==> config.mk <==
export PLATFORM = sky130hd
export DESIGN_NAME = avg2_filter
export DESIGN_NICKNAME = d
export VERILOG_FILES = /design/src/rtl/avg2_pkg.sv /design/src/rtl/avg2_adder.sv /design/src/rtl/avg2_ctrl.sv /design/src/rtl/avg2_filter.sv
export SDC_FILE = /design/constraint.sdc
export NUM_CORES = 1
export LEC_CHECK = 0
export BUFFER_PORTS_ARGS = -buffer_cell sky130_fd_sc_hd__buf_2
export CORE_ASPECT_RATIO = 1.2
export CORE_MARGIN = 2
export CORE_UTILIZATION = 61
export CTS_CLUSTER_SIZE = 8
export DETAILED_ROUTE_END_ITERATION = 16
export PLACE_DENSITY = 0.87
export SYNTH_ARGS = -nofsm -noshare
export SYNTH_HDL_FRONTEND = slang
export SYNTH_SLANG_ARGS = --single-unit
==> constraint.sdc <==
create_clock -name clk -period 3.72 [get_ports clk]
set_input_delay 0.186 -clock clk [delete_from_list [all_inputs] [get_ports clk]]
set_output_delay 0.186 -clock clk [all_outputs]
set_load 0.01 [all_outputs]
==> src/rtl/avg2_pkg.sv <==
package avg2_pkg;
  typedef enum logic [1:0] {
    ST_IDLE = 2'd0,
    ST_SUM  = 2'd1,
    ST_SHOW = 2'd2,
    ST_RTZ  = 2'd3
  } avg_state_e;
endpackage

==> src/rtl/avg2_adder.sv <==
module avg2_adder #(
  parameter int W = 8
) (
  input  logic         clk,
  input  logic         rst,
  input  logic         go,
  input  logic [W-1:0] a,
  input  logic [W-1:0] b,
  output logic [W:0]   sum,
  output logic         done
);
  always_ff @(posedge clk) begin
    if (rst) begin
      sum  <= '0;
      done <= 1'b0;
    end else begin
      done <= go;
      if (go) sum <= {1'b0, a} + {1'b0, b};
    end
  end

  // done follows start by exactly one cycle
  assert_done_after_go_R8: assert property (@(posedge clk) disable iff (rst)
    go |=> done);
  assert_done_only_after_go_R8: assert property (@(posedge clk) disable iff (rst)
    $rose(done) |-> $past(go));
endmodule

==> src/rtl/avg2_ctrl.sv <==
module avg2_ctrl
  import avg2_pkg::*;
(
  input  logic clk,
  input  logic rst,
  input  logic in_req,
  input  logic out_ack,
  input  logic sum_done,
  output logic in_ack,
  output logic out_req,
  output logic add_go,
  output logic cap_en,
  output logic show_en,
  output logic hist_en
);
  avg_state_e state;

  assign cap_en  = (state == ST_IDLE) && in_req && !out_ack;
  assign show_en = (state == ST_SUM) && sum_done;
  assign hist_en = (state == ST_SHOW) && out_ack;

  always_ff @(posedge clk) begin
    if (rst) begin
      state   <= ST_IDLE;
      in_ack  <= 1'b0;
      out_req <= 1'b0;
      add_go  <= 1'b0;
    end else begin
      add_go <= cap_en;
      case (state)
        ST_IDLE: if (cap_en) begin
          in_ack <= 1'b1;
          state  <= ST_SUM;
        end
        ST_SUM: if (show_en) begin
          out_req <= 1'b1;
          state   <= ST_SHOW;
        end
        ST_SHOW: if (hist_en) begin
          out_req <= 1'b0;
          state   <= ST_RTZ;
        end
        default: if (!in_req) begin
          in_ack <= 1'b0;
          state  <= ST_IDLE;
        end
      endcase
    end
  end

  // acknowledge rises only against a live request
  assert_ack_rise_R5: assert property (@(posedge clk) disable iff (rst)
    $rose(in_ack) |-> $past(in_req));
  // acknowledge falls only after the request has gone
  assert_ack_fall_R5: assert property (@(posedge clk) disable iff (rst)
    $fell(in_ack) |-> !$past(in_req));
  // output request held until acknowledged
  assert_req_hold_R6: assert property (@(posedge clk) disable iff (rst)
    (out_req && !out_ack) |=> out_req);
  // no capture while the output acknowledge is still high
  assert_no_accept_R7: assert property (@(posedge clk) disable iff (rst)
    $rose(in_ack) |-> !$past(out_ack));
  // output is only requested for a captured sample
  assert_req_needs_ack_R4: assert property (@(posedge clk) disable iff (rst)
    out_req |-> in_ack);
endmodule

==> src/rtl/avg2_filter.sv <==
module avg2_filter #(
  parameter int W = 8
) (
  input  logic         clk,
  input  logic         rst,
  input  logic [W-1:0] in_data,
  input  logic         in_req,
  output logic         in_ack,
  output logic [W-1:0] out_data,
  output logic         out_req,
  input  logic         out_ack
);
  localparam int SW = W + 1;

  logic [W-1:0]  x_q, y_q, res_q;
  logic [SW-1:0] sum;
  logic          add_go, sum_done, cap_en, show_en, hist_en;

  avg2_ctrl u_ctrl (
    .clk(clk), .rst(rst), .in_req(in_req), .out_ack(out_ack),
    .sum_done(sum_done), .in_ack(in_ack), .out_req(out_req),
    .add_go(add_go), .cap_en(cap_en), .show_en(show_en), .hist_en(hist_en)
  );

  avg2_adder #(.W(W)) u_add (
    .clk(clk), .rst(rst), .go(add_go), .a(x_q), .b(y_q),
    .sum(sum), .done(sum_done)
  );

  always_ff @(posedge clk) begin
    if (rst) begin
      x_q   <= '0;
      y_q   <= '0;
      res_q <= '0;
    end else begin
      if (cap_en)  x_q   <= in_data;
      if (show_en) res_q <= sum[SW-1:1];
      if (hist_en) y_q   <= x_q;
    end
  end

  assign out_data = res_q;

  // history moves only on the output handshake
  assert_hist_on_handshake_R3: assert property (@(posedge clk) disable iff (rst)
    !$stable(y_q) |-> $past(out_req && out_ack));
  // result stable while the request waits
  assert_out_stable_R6: assert property (@(posedge clk) disable iff (rst)
    (out_req && !out_ack) |=> $stable(out_data));
  // captured sample cannot change while acknowledged
  assert_x_frozen_R4: assert property (@(posedge clk) disable iff (rst)
    ($past(in_ack) && in_ack) |-> $stable(x_q));
  // output request follows the adder's done strobe
  assert_req_after_done_R8: assert property (@(posedge clk) disable iff (rst)
    $rose(out_req) |-> $past(sum_done));
endmodule

==> impl_metrics.toml, run 1 <==
[die]
dieHeight_um = 63.52
rows = 21
start_util = 0.6404
die_area_um2 = 3404
fp.coreArea_um2 = 2811
ioPinCount = 22
die_w_um = 53.60

[pwr]
ir_worst_vdd_mv = 0.3572
p_total_w = 0.0009182
clock_power_share = 0.210
leakage_nw = 0.8109
power.internal_w = 0.0006208
switching_share = 0.3239
seq_power_share = 0.510
power_frac_comb = 0.280
switching_power_w = 0.0002974
powerDensity_nw_per_um2 = 470.1

[global_routing]
grt_pass1_wl_mm = 5.602
antenna_found_initial = 0
overflow = 0
grt_max_degree = 43
grt_pass1_vias = 1359
grt_util_all_layers = 0.2213

[setup_path]
cp.required_ns = 3.94
worstReg2RegEnd = "u_ctrl.state[1]"
worst-r2r-cell-count = 6
r2r_start = "u_ctrl.state[1]"
worst-path-max-fanout = 12
worstSetupEndpointType = "flop"
reg2reg_slack_ns = 1.87
startpoint = "u_ctrl.state[1]"
crit_end = "u_ctrl.state[1]"
cp_data_arrival_time_ns = 2.06
worstSetupPathType = "flop to flop"
critPathLaunchType = "flop"

[clock_tree]
cts_setup_buffers = 0
root_buffer = "clkbuf_4"
max-clock-path-buffers = 2
htreeDepth = 2
cts_resized = 0
clkSinkCount = 38
insertion_delay_ns = 0.34
cts_made_buffers = 5
hold_buffers = 0
clk_pin_slew_ns = 0.10
cts_tree = "yes"

[worst_hold_path]
hp-class = "input port to flop"
min_from = "in_data[7]"

[final_layout]
final_core_util = 0.6947
stdcell_area_um2 = 1953
final_cell_count_no_fill = 256
drive_above_1_share = 0.1532
fill_cells = 252
diodes = 0
nNetsFinal = 246
syn2layout_area_growth_pct = 8.478

[routing]
viasPerCell = 5.453
drt_pass1_iterations = 4
wl_per_cell_um = 12.25
vias = 1396
remaining_drc_errors = 0
wl_mm = 3.137
ant_nets = 0
drt_iter0_markers = 14

[placement]
place_area_um2 = 1908
place_congestion = 0.7981
dp_cells = 249
port_buffers = 21
dp_hpwl_mm = 2.312

[synthesis]
yosysTopAreaCellShare = 0.4225
synth-edff-count = 0
syn_avg_cell_area_um2 = 8.826
ys_ff_latch = 38
async_flop_share = 0
synth-main-ff-cell = "dfxtp_1"
yosysSeqAreaShare = 0.4225
synth_largest_area_cell = "dfxtp_1"
synthesis.area_um2 = 1800
yosysUniqueCellTypes = 38
syn_nets = 228
ys_top_cells_by_area = "dfxtp_1, ha_1, a21oi_1"
yosys_warnings = 0
syn_inst = 204

[sta]
tns_ns = 0
tightest_slew_ns = 0.7091
drv_slew = 0
fin_crit_sh = 0.4960
final-hold-violation-count = 0
slew_headroom = 0.5273
setup_viol = 0
skew_ns = 0.007655
min_period_ns = 1.845
fmax_ghz = 0.5419
grt_setup_unrepaired = "false"

[run_status]
outcome = "finished clean"

[run]
cap_viol_max_count = 0
==> layer usage <==
metal  part of all wire  vias up  GRT usage
met5                  0        -          0
met4              0.030        0     0.1218
met3              0.041       11    0.05450
met2               0.45       28     0.3426
met1               0.48      604     0.2731
li1                   -      753          -
==> final cells by class <==
cell class,count,area [um^2],share of cell area
Multi-Input combinational cell,151,980.9,0.5022
Sequential cell,38,760.7,0.3895
Timing Repair Buffer,21,105.1,0.05381
Clock buffer,7,45.04,0.02306
Tap cell,34,42.54,0.02178
Inverter,5,18.77,0.009609
==> cell families (layout without fill, tap and decap cells) <==
kind of cell,after synthesis,after routing,share of synthesized area
simple gates,76,76,0.2050
compound gates,51,51,0.1863
flops,38,38,0.4225
buf+inv,15,33,0.03266
fa+ha+maj,12,12,0.08756
mux,11,11,0.06116
xor+xnor,1,1,0.004865
==> worst max-delay path, stage by stage, from the launching register on <==
cell and delay [ns]:
dfxtp_1 0.39, inv_1 0.08, ha_1 0.33, nor2b_1 0.23, a2111oi_4 0.39, mux2i_1 0.24, nor2_1 0.05
==> how the worst min path moves through the flow <==
stage / to / depth (start not counted) / slack (ns)
6_report: x_q[7] / 3 / 0.07
5_1_grt: x_q[2] / 3 / 0.07
4_1_cts: x_q[6] / 3 / 0.05
3_5_place_dp: x_q[2] / 3 / 0.42
3_3_place_gp: x_q[2] / 3 / 0.42
2_1_floorplan: u_add.done / 1 / 0.27
==> Yosys cell counts (all sizes together) (2+ instances only) <==
library cell   n
clkbuf         8
buf            2
nand3         17
o21ai         10
mux2i         11
o311ai         2
nand2b         5
nor2          20
dfxtp         38
ha            11
nor3b          2
a211oi         5
a21oi         26
inv            5
nor2b          3
nand2         21
==> per-stage QoR <==
step | setup WS [ns] | hold slack [ns]
floorplan | 2.021 | 0.2663
global placement | 1.950 | 0.4153
detailed placement | 1.884 | 0.4226
CTS | 1.868 | 0.05339
global route | 1.740 | 0.06749
finish | 1.875 | 0.06549
==> state kept, by name, indices dropped and copies added, names as in the netlist <==
register        flops
out_data            8
u_add.sum           8
x_q                 8
y_q                 8
u_ctrl.state        2
u_add.done          1
u_ctrl.add_go       1
u_ctrl.in_ack       1
u_ctrl.out_req      1
==> power groups by stage <==
stage | Sequential, W | Combinational (W) | Clock, W
6_report | 0.000468 | 0.000257 | 0.000193
5_1_grt | 0.000475 | 0.000288 | 0.000218
4_1_cts | 0.000468 | 0.000260 | 0.000201
3_5_place_dp | 0.000477 | 0.000259 | 0
3_3_place_gp | 0.000475 | 0.000251 | 0
2_1_floorplan | 0.000469 | 0.000215 | 0
==> placed cells by master (no fill, tap or decap), types with 2 or more instances in the layout <==
cell	Yosys	layout
dfxtp_1	38	38
a21oi_1	25	25
nand2_1	21	21
buf_2	2	21
nor2_1	20	20
nand3_1	17	17
mux2i_1	11	11
ha_1	11	11
o21ai_0	8	8
nand2b_1	5	5
clkbuf_4	0	5
inv_1	4	4
a211oi_1	4	4
nor2b_1	3	3
o21ai_1	2	2
nor3b_1	2	2
o311ai_1	2	2
clkbuf_1	8	2
(Power assumes the default switching activity.)
==> inputs of run 2 (changes only) <==
--- a/config.mk
+++ b/config.mk
@@ -5,13 +5,14 @@
 export SDC_FILE = /design/constraint.sdc
 export NUM_CORES = 1
 export LEC_CHECK = 0
+export ABC_AREA = 1
 export BUFFER_PORTS_ARGS = -buffer_cell sky130_fd_sc_hd__buf_2
 export CORE_ASPECT_RATIO = 1.2
 export CORE_MARGIN = 2
-export CORE_UTILIZATION = 61
+export CORE_UTILIZATION = 56
 export CTS_CLUSTER_SIZE = 8
 export DETAILED_ROUTE_END_ITERATION = 16
-export PLACE_DENSITY = 0.87
+export PLACE_DENSITY = 0.81
 export SYNTH_ARGS = -nofsm -noshare
 export SYNTH_HDL_FRONTEND = slang
 export SYNTH_SLANG_ARGS = --single-unit
==> constraint.sdc (replaced) <==
create_clock -name clk -period 1.9 [get_ports clk]
set_input_delay 0.095 -clock clk [delete_from_list [all_inputs] [get_ports clk]]
set_output_delay 0.095 -clock clk [all_outputs]
set_load 0.01 [all_outputs]
==> impl_metrics.toml, run 2 <==
[clock_tree]
clk_pin_slew_ns = 0.11
insertion_delay_ns = 0.35
cts_resized = 0
clkSinkCount = 38
cts_made_buffers = 5
root_buffer = "clkbuf_4"
htreeDepth = 2
cts_tree = "yes"
max-clock-path-buffers = 2

[synthesis]
yosysTopAreaCellShare = 0.4258
yosysSeqAreaShare = 0.4258
post-synth-top-count-cell = "nor2_1"
synth_largest_area_cell = "dfxtp_1"
synthesis.area_um2 = 1787
syn_avg_cell_area_um2 = 7.263
ys_top_cells_by_area = "dfxtp_1, nor2_1, ha_1"
syn_nets = 270
synth-main-ff-cell = "dfxtp_1"
synth-edff-count = 0
ys_top_cells_by_count = "nor2_1, dfxtp_1, nand2_1"
ys_ff_latch = 38
async_flop_share = 0
yosysUniqueCellTypes = 23
yosys_warnings = 0
syn_inst = 246

[die]
die_w_um = 55.57
start_util = 0.5848
rows = 22
ioPinCount = 22
dieHeight_um = 65.88
fp.coreArea_um2 = 3055
die_area_um2 = 3660

[routing]
wl_mm = 3.360
remaining_drc_errors = 0
drt_pass1_iterations = 4
ant_nets = 0
drt_iter0_markers = 39
wl_per_cell_um = 10.77
vias = 1550
viasPerCell = 4.968

[sta]
setup_viol = 0
final-hold-violation-count = 0
min_period_ns = 1.635
fmax_ghz = 0.6116
skew_ns = 0.007976
drv_slew = 0
tns_ns = 0
tightest_slew_ns = 0.3872
slew_headroom = 0.7415
fin_crit_sh = 0.8606
grt_setup_unrepaired = "false"

[global_routing]
grt_util_all_layers = 0.2016
grt_pass1_vias = 1387
overflow = 0
antenna_found_initial = 0
grt_max_degree = 30
grt_pass1_wl_mm = 5.802

[final_layout]
diodes = 0
drive_above_1_share = 0.1449
final_cell_mix = "nor2_1, dfxtp_1, nand2_1"
multi_input_area_um2 = 869.6
fill_cells = 288
nNetsFinal = 299
register_area_um2 = 760.7
layout_commonest_cell = "nor2_1"
syn2layout_area_growth_pct = 14.43

[run_status]
outcome = "finished clean"

[setup_path]
worstSetupPathType = "flop to flop"
cp.required_ns = 2.19
reg2reg_slack_ns = 0.26
worstSetupEndpointType = "flop"
critPathLaunchType = "flop"
worst-path-max-fanout = 11
cp_data_arrival_time_ns = 1.93
worst-r2r-cell-count = 10

[placement]
dp_hpwl_mm = 2.391
port_buffers = 21
place_congestion = 0.8013

[worst_hold_path]
hp-class = "input port to flop"
min_path_cells = 2

[run]
cap_viol_max_count = 0

[pwr]
powerDensity_nw_per_um2 = 1037
leakage_nw = 1.033
p_total_w = 0.002121
ir_worst_vdd_mv = 0.9564
## run 2: cell families (layout without fill, tap and decap cells)
kind of cell             after synthesis  after routing  share of synthesized area
XOR/XNOR                               2              2                   0.009806
AND/OR/NAND/NOR                      105            105                     0.2423
flip-flops                            38             38                     0.4258
buffers and inverters                 40             70                    0.08754
adder cells (fa/ha/maj)               12             12                    0.08823
AO/OA/AOI/OAI                         49             49                     0.1464
## run 2: final cells by class
| class | count | share of cell area |
|---|---|---|
| multi-input cells | 168 | 0.4253 |
| inverters | 33 | 0.06059 |
| well taps | 36 | 0.02203 |
| flip-flops and latches | 38 | 0.3721 |
| clock buffers | 7 | 0.02693 |
| repair buffers | 29 | 0.09058 |
| clock inverters | 1 | 0.002448 |
## run 2: path summary, 6_finish.rpt
| path | start | end |
|---|---|---|
| worst max-delay path | u_ctrl.state[0] | u_ctrl.state[1] |
| worst min-delay path | rst | u_add.done |
| worst max register to register | u_ctrl.state[0] | u_ctrl.state[1] |
| worst min register to register | u_add.sum[3] | out_data[2] |
## run 2: worst max-delay path: stages, from the launching register on
cell and delay (ns):
dfxtp_1 0.35, inv_1 0.11, ha_1 0.25, nand2_2 0.08
nor2_4 0.21, inv_2 0.16, nand2_2 0.12, nand3_2 0.10
nand2_1 0.07, nand2_1 0.04, nor2_1 0.09
## run 2: power by group
| part | internal [W] | switching (W) | leakage [nW] |
|---|---|---|---|
| registers | 0.000906 | 0.0000686 | 0.309 |
| logic | 0.000267 | 0.000443 | 0.688 |
| clock network | 0.000179 | 0.000256 | 0.0353 |
## run 2: metrics by stage
stage          area, um^2  cells  hold slack [ns]  setup WS, ns    util
4_1_cts              2044    312          0.07140        0.2486  0.6691
3_5_place_dp         1904    296           0.3214        0.2804  0.6233
5_1_grt              2044    312          0.07707        0.1074  0.6691
3_3_place_gp         1904    296           0.3165        0.3439  0.6233
6_report             2044    312          0.07298        0.2648  0.6691
2_1_floorplan        1787    246           0.2299        0.5116       -
## run 2: repair_timing
action / in CTS / in global routing
hold buffers: 8 / 0
endpoints found under the hold margin: 8 / 0
setup buffers: 0 / 0
## run 2: per-layer routing
metal	part of all wire	routed length, um	global-route usage
met5	0	0	0
met4	0.013	42	0.08232
met3	0.052	176	0.04110
met2	0.47	1568	0.3690
met1	0.47	1573	0.2277
==> inputs of run 3 (changes only) <==
--- a/config.mk
+++ b/config.mk
@@ -8,7 +8,7 @@
 export ABC_AREA = 1
 export BUFFER_PORTS_ARGS = -buffer_cell sky130_fd_sc_hd__buf_2
 export CORE_ASPECT_RATIO = 1.2
-export CORE_MARGIN = 2
+export CORE_MARGIN = 3
 export CORE_UTILIZATION = 56
 export CTS_CLUSTER_SIZE = 8
 export DETAILED_ROUTE_END_ITERATION = 16
==> impl_metrics.toml, run 3 (synthesis gave the netlist of run 2 again) <==
[die]
die_w_um = 57.57
die_area_um2 = 3907
fp.coreArea_um2 = 2917
rows = 21
dieHeight_um = 67.88
start_util = 0.6126
ioPinCount = 22

[final_layout]
diodes = 0
nNetsFinal = 299
stdcell_area_um2 = 2042
layout_commonest_cell = "nor2_1"
syn2layout_area_growth_pct = 14.29
final_cell_count_no_fill = 310
final_core_util = 0.7001
final_cell_mix = "nor2_1, dfxtp_1, nand2_1"
drive_above_1_share = 0.1449

[setup_path]
reg2reg_slack_ns = 0.29
cp_data_arrival_time_ns = 1.88
worstSetupPathType = "flop to flop"
critPathLaunchType = "flop"
cp.required_ns = 2.18
worst-path-max-fanout = 11
worstSetupEndpointType = "flop"
worst-r2r-cell-count = 10

[sta]
final-hold-violation-count = 0
drv_slew = 0
grt_setup_unrepaired = "false"
skew_ns = 0.008232
fin_crit_sh = 0.8459
min_period_ns = 1.607
slew_headroom = 0.7391
tightest_slew_ns = 0.3908
fmax_ghz = 0.6222
setup_viol = 0
tns_ns = 0
fin_ws_ns = 0.2928

[routing]
drt_iter0_markers = 34
viasPerCell = 5.087
vias = 1577
wl_per_cell_um = 10.90
drt_pass1_iterations = 4
wl_mm = 3.379
remaining_drc_errors = 0
ant_nets = 0

[pwr]
switching_share = 0.3587
leakage_nw = 1.033
seq_power_share = 0.462
powerDensity_nw_per_um2 = 1033
clock_power_share = 0.203
power.internal_w = 0.001353
ir_worst_vdd_mv = 0.9423
power_frac_comb = 0.335
switching_power_w = 0.0007568

[clock_tree]
htreeDepth = 2
clk_pin_slew_ns = 0.11
clkSinkCount = 38
cts_tree = "yes"
root_buffer = "clkbuf_4"
max-clock-path-buffers = 2
cts_resized = 0
cts_setup_buffers = 0
insertion_delay_ns = 0.34
cts_made_buffers = 5

[placement]
pre_cts_ws_ns = 0.3226
place_area_um2 = 1902
place_congestion = 0.8670
dp_cells = 294
dp_hpwl_mm = 2.445
port_buffers = 21

[global_routing]
grt_pass1_wl_mm = 6.030
grt_use_met3 = 0.05849
antenna_found_initial = 0
grt_max_degree = 30
met1_usage = 0.2239
overflow = 0
grt_util_met2 = 0.3517
grt_most_used_layer = "met2"
grt_util_all_layers = 0.2003
grt_pass1_vias = 1477

[run]
cap_viol_max_count = 0

[worst_hold_path]
min_path_cells = 2
hp-class = "input port to flop"

[run_status]
outcome = "finished clean"
==> run 3: area by class of cell <==
type / instances / area, um^2
well taps: 34 / 42.54
inverters: 33 / 123.9
clock inverters: 1 / 5.005
fillers: 273 / 874.6
clock buffers: 7 / 55.05
multi-input cells: 168 / 869.6
repair buffers: 29 / 185.2
flip-flops and latches: 38 / 760.7
==> run 3: metrics by stage <==
step	power, W	hold slack, ns
floorplan	0.001538	0.2299
global placement	0.001666	0.3135
detailed placement	0.001682	0.3239
CTS	0.002124	0.07078
global route	0.002284	0.07087
finish	0.002110	0.08185
==> run 3: routing by layer <==
layer / up-vias / wire (um)
li1: 840 / -
met1: 695 / 1560
met2: 34 / 1575
met3: 8 / 174
met4: 0 / 70
met5: - / 0
==> run 3: power by group through the flow <==
stage          Sequential [W]  Combinational [W]  Clock, W
3_3_place_gp         0.000989           0.000678         0
2_1_floorplan        0.000980           0.000558         0
5_1_grt              0.000990           0.000821  0.000473
3_5_place_dp         0.000994           0.000688         0
4_1_cts              0.000976           0.000707  0.000442
6_report             0.000975           0.000707  0.000427
==> run 3: repair_timing <==
item / CTS / global route
endpoints found under the hold margin: 8 / 0
setup endpoints to repair: 0 / 0
hold buffers: 8 / 0
==> run 3: worst paths after layout <==
kind / to / start
max: u_ctrl.state[0] / u_ctrl.state[0]
min reg2reg: out_data[1] / u_add.sum[2]
max reg2reg: u_ctrl.state[0] / u_ctrl.state[0]
min: u_add.done / rst
==> run 3: critical path, cell delays in order (launching register included) <==
cell	delay [ns]
dfxtp_1	0.34
inv_1	0.10
ha_1	0.24
nand2_2	0.08
nor2_4	0.20
inv_2	0.16
nand2_2	0.11
nand3_2	0.10
nand2_1	0.07
nand2_1	0.04
nor2_1	0.09
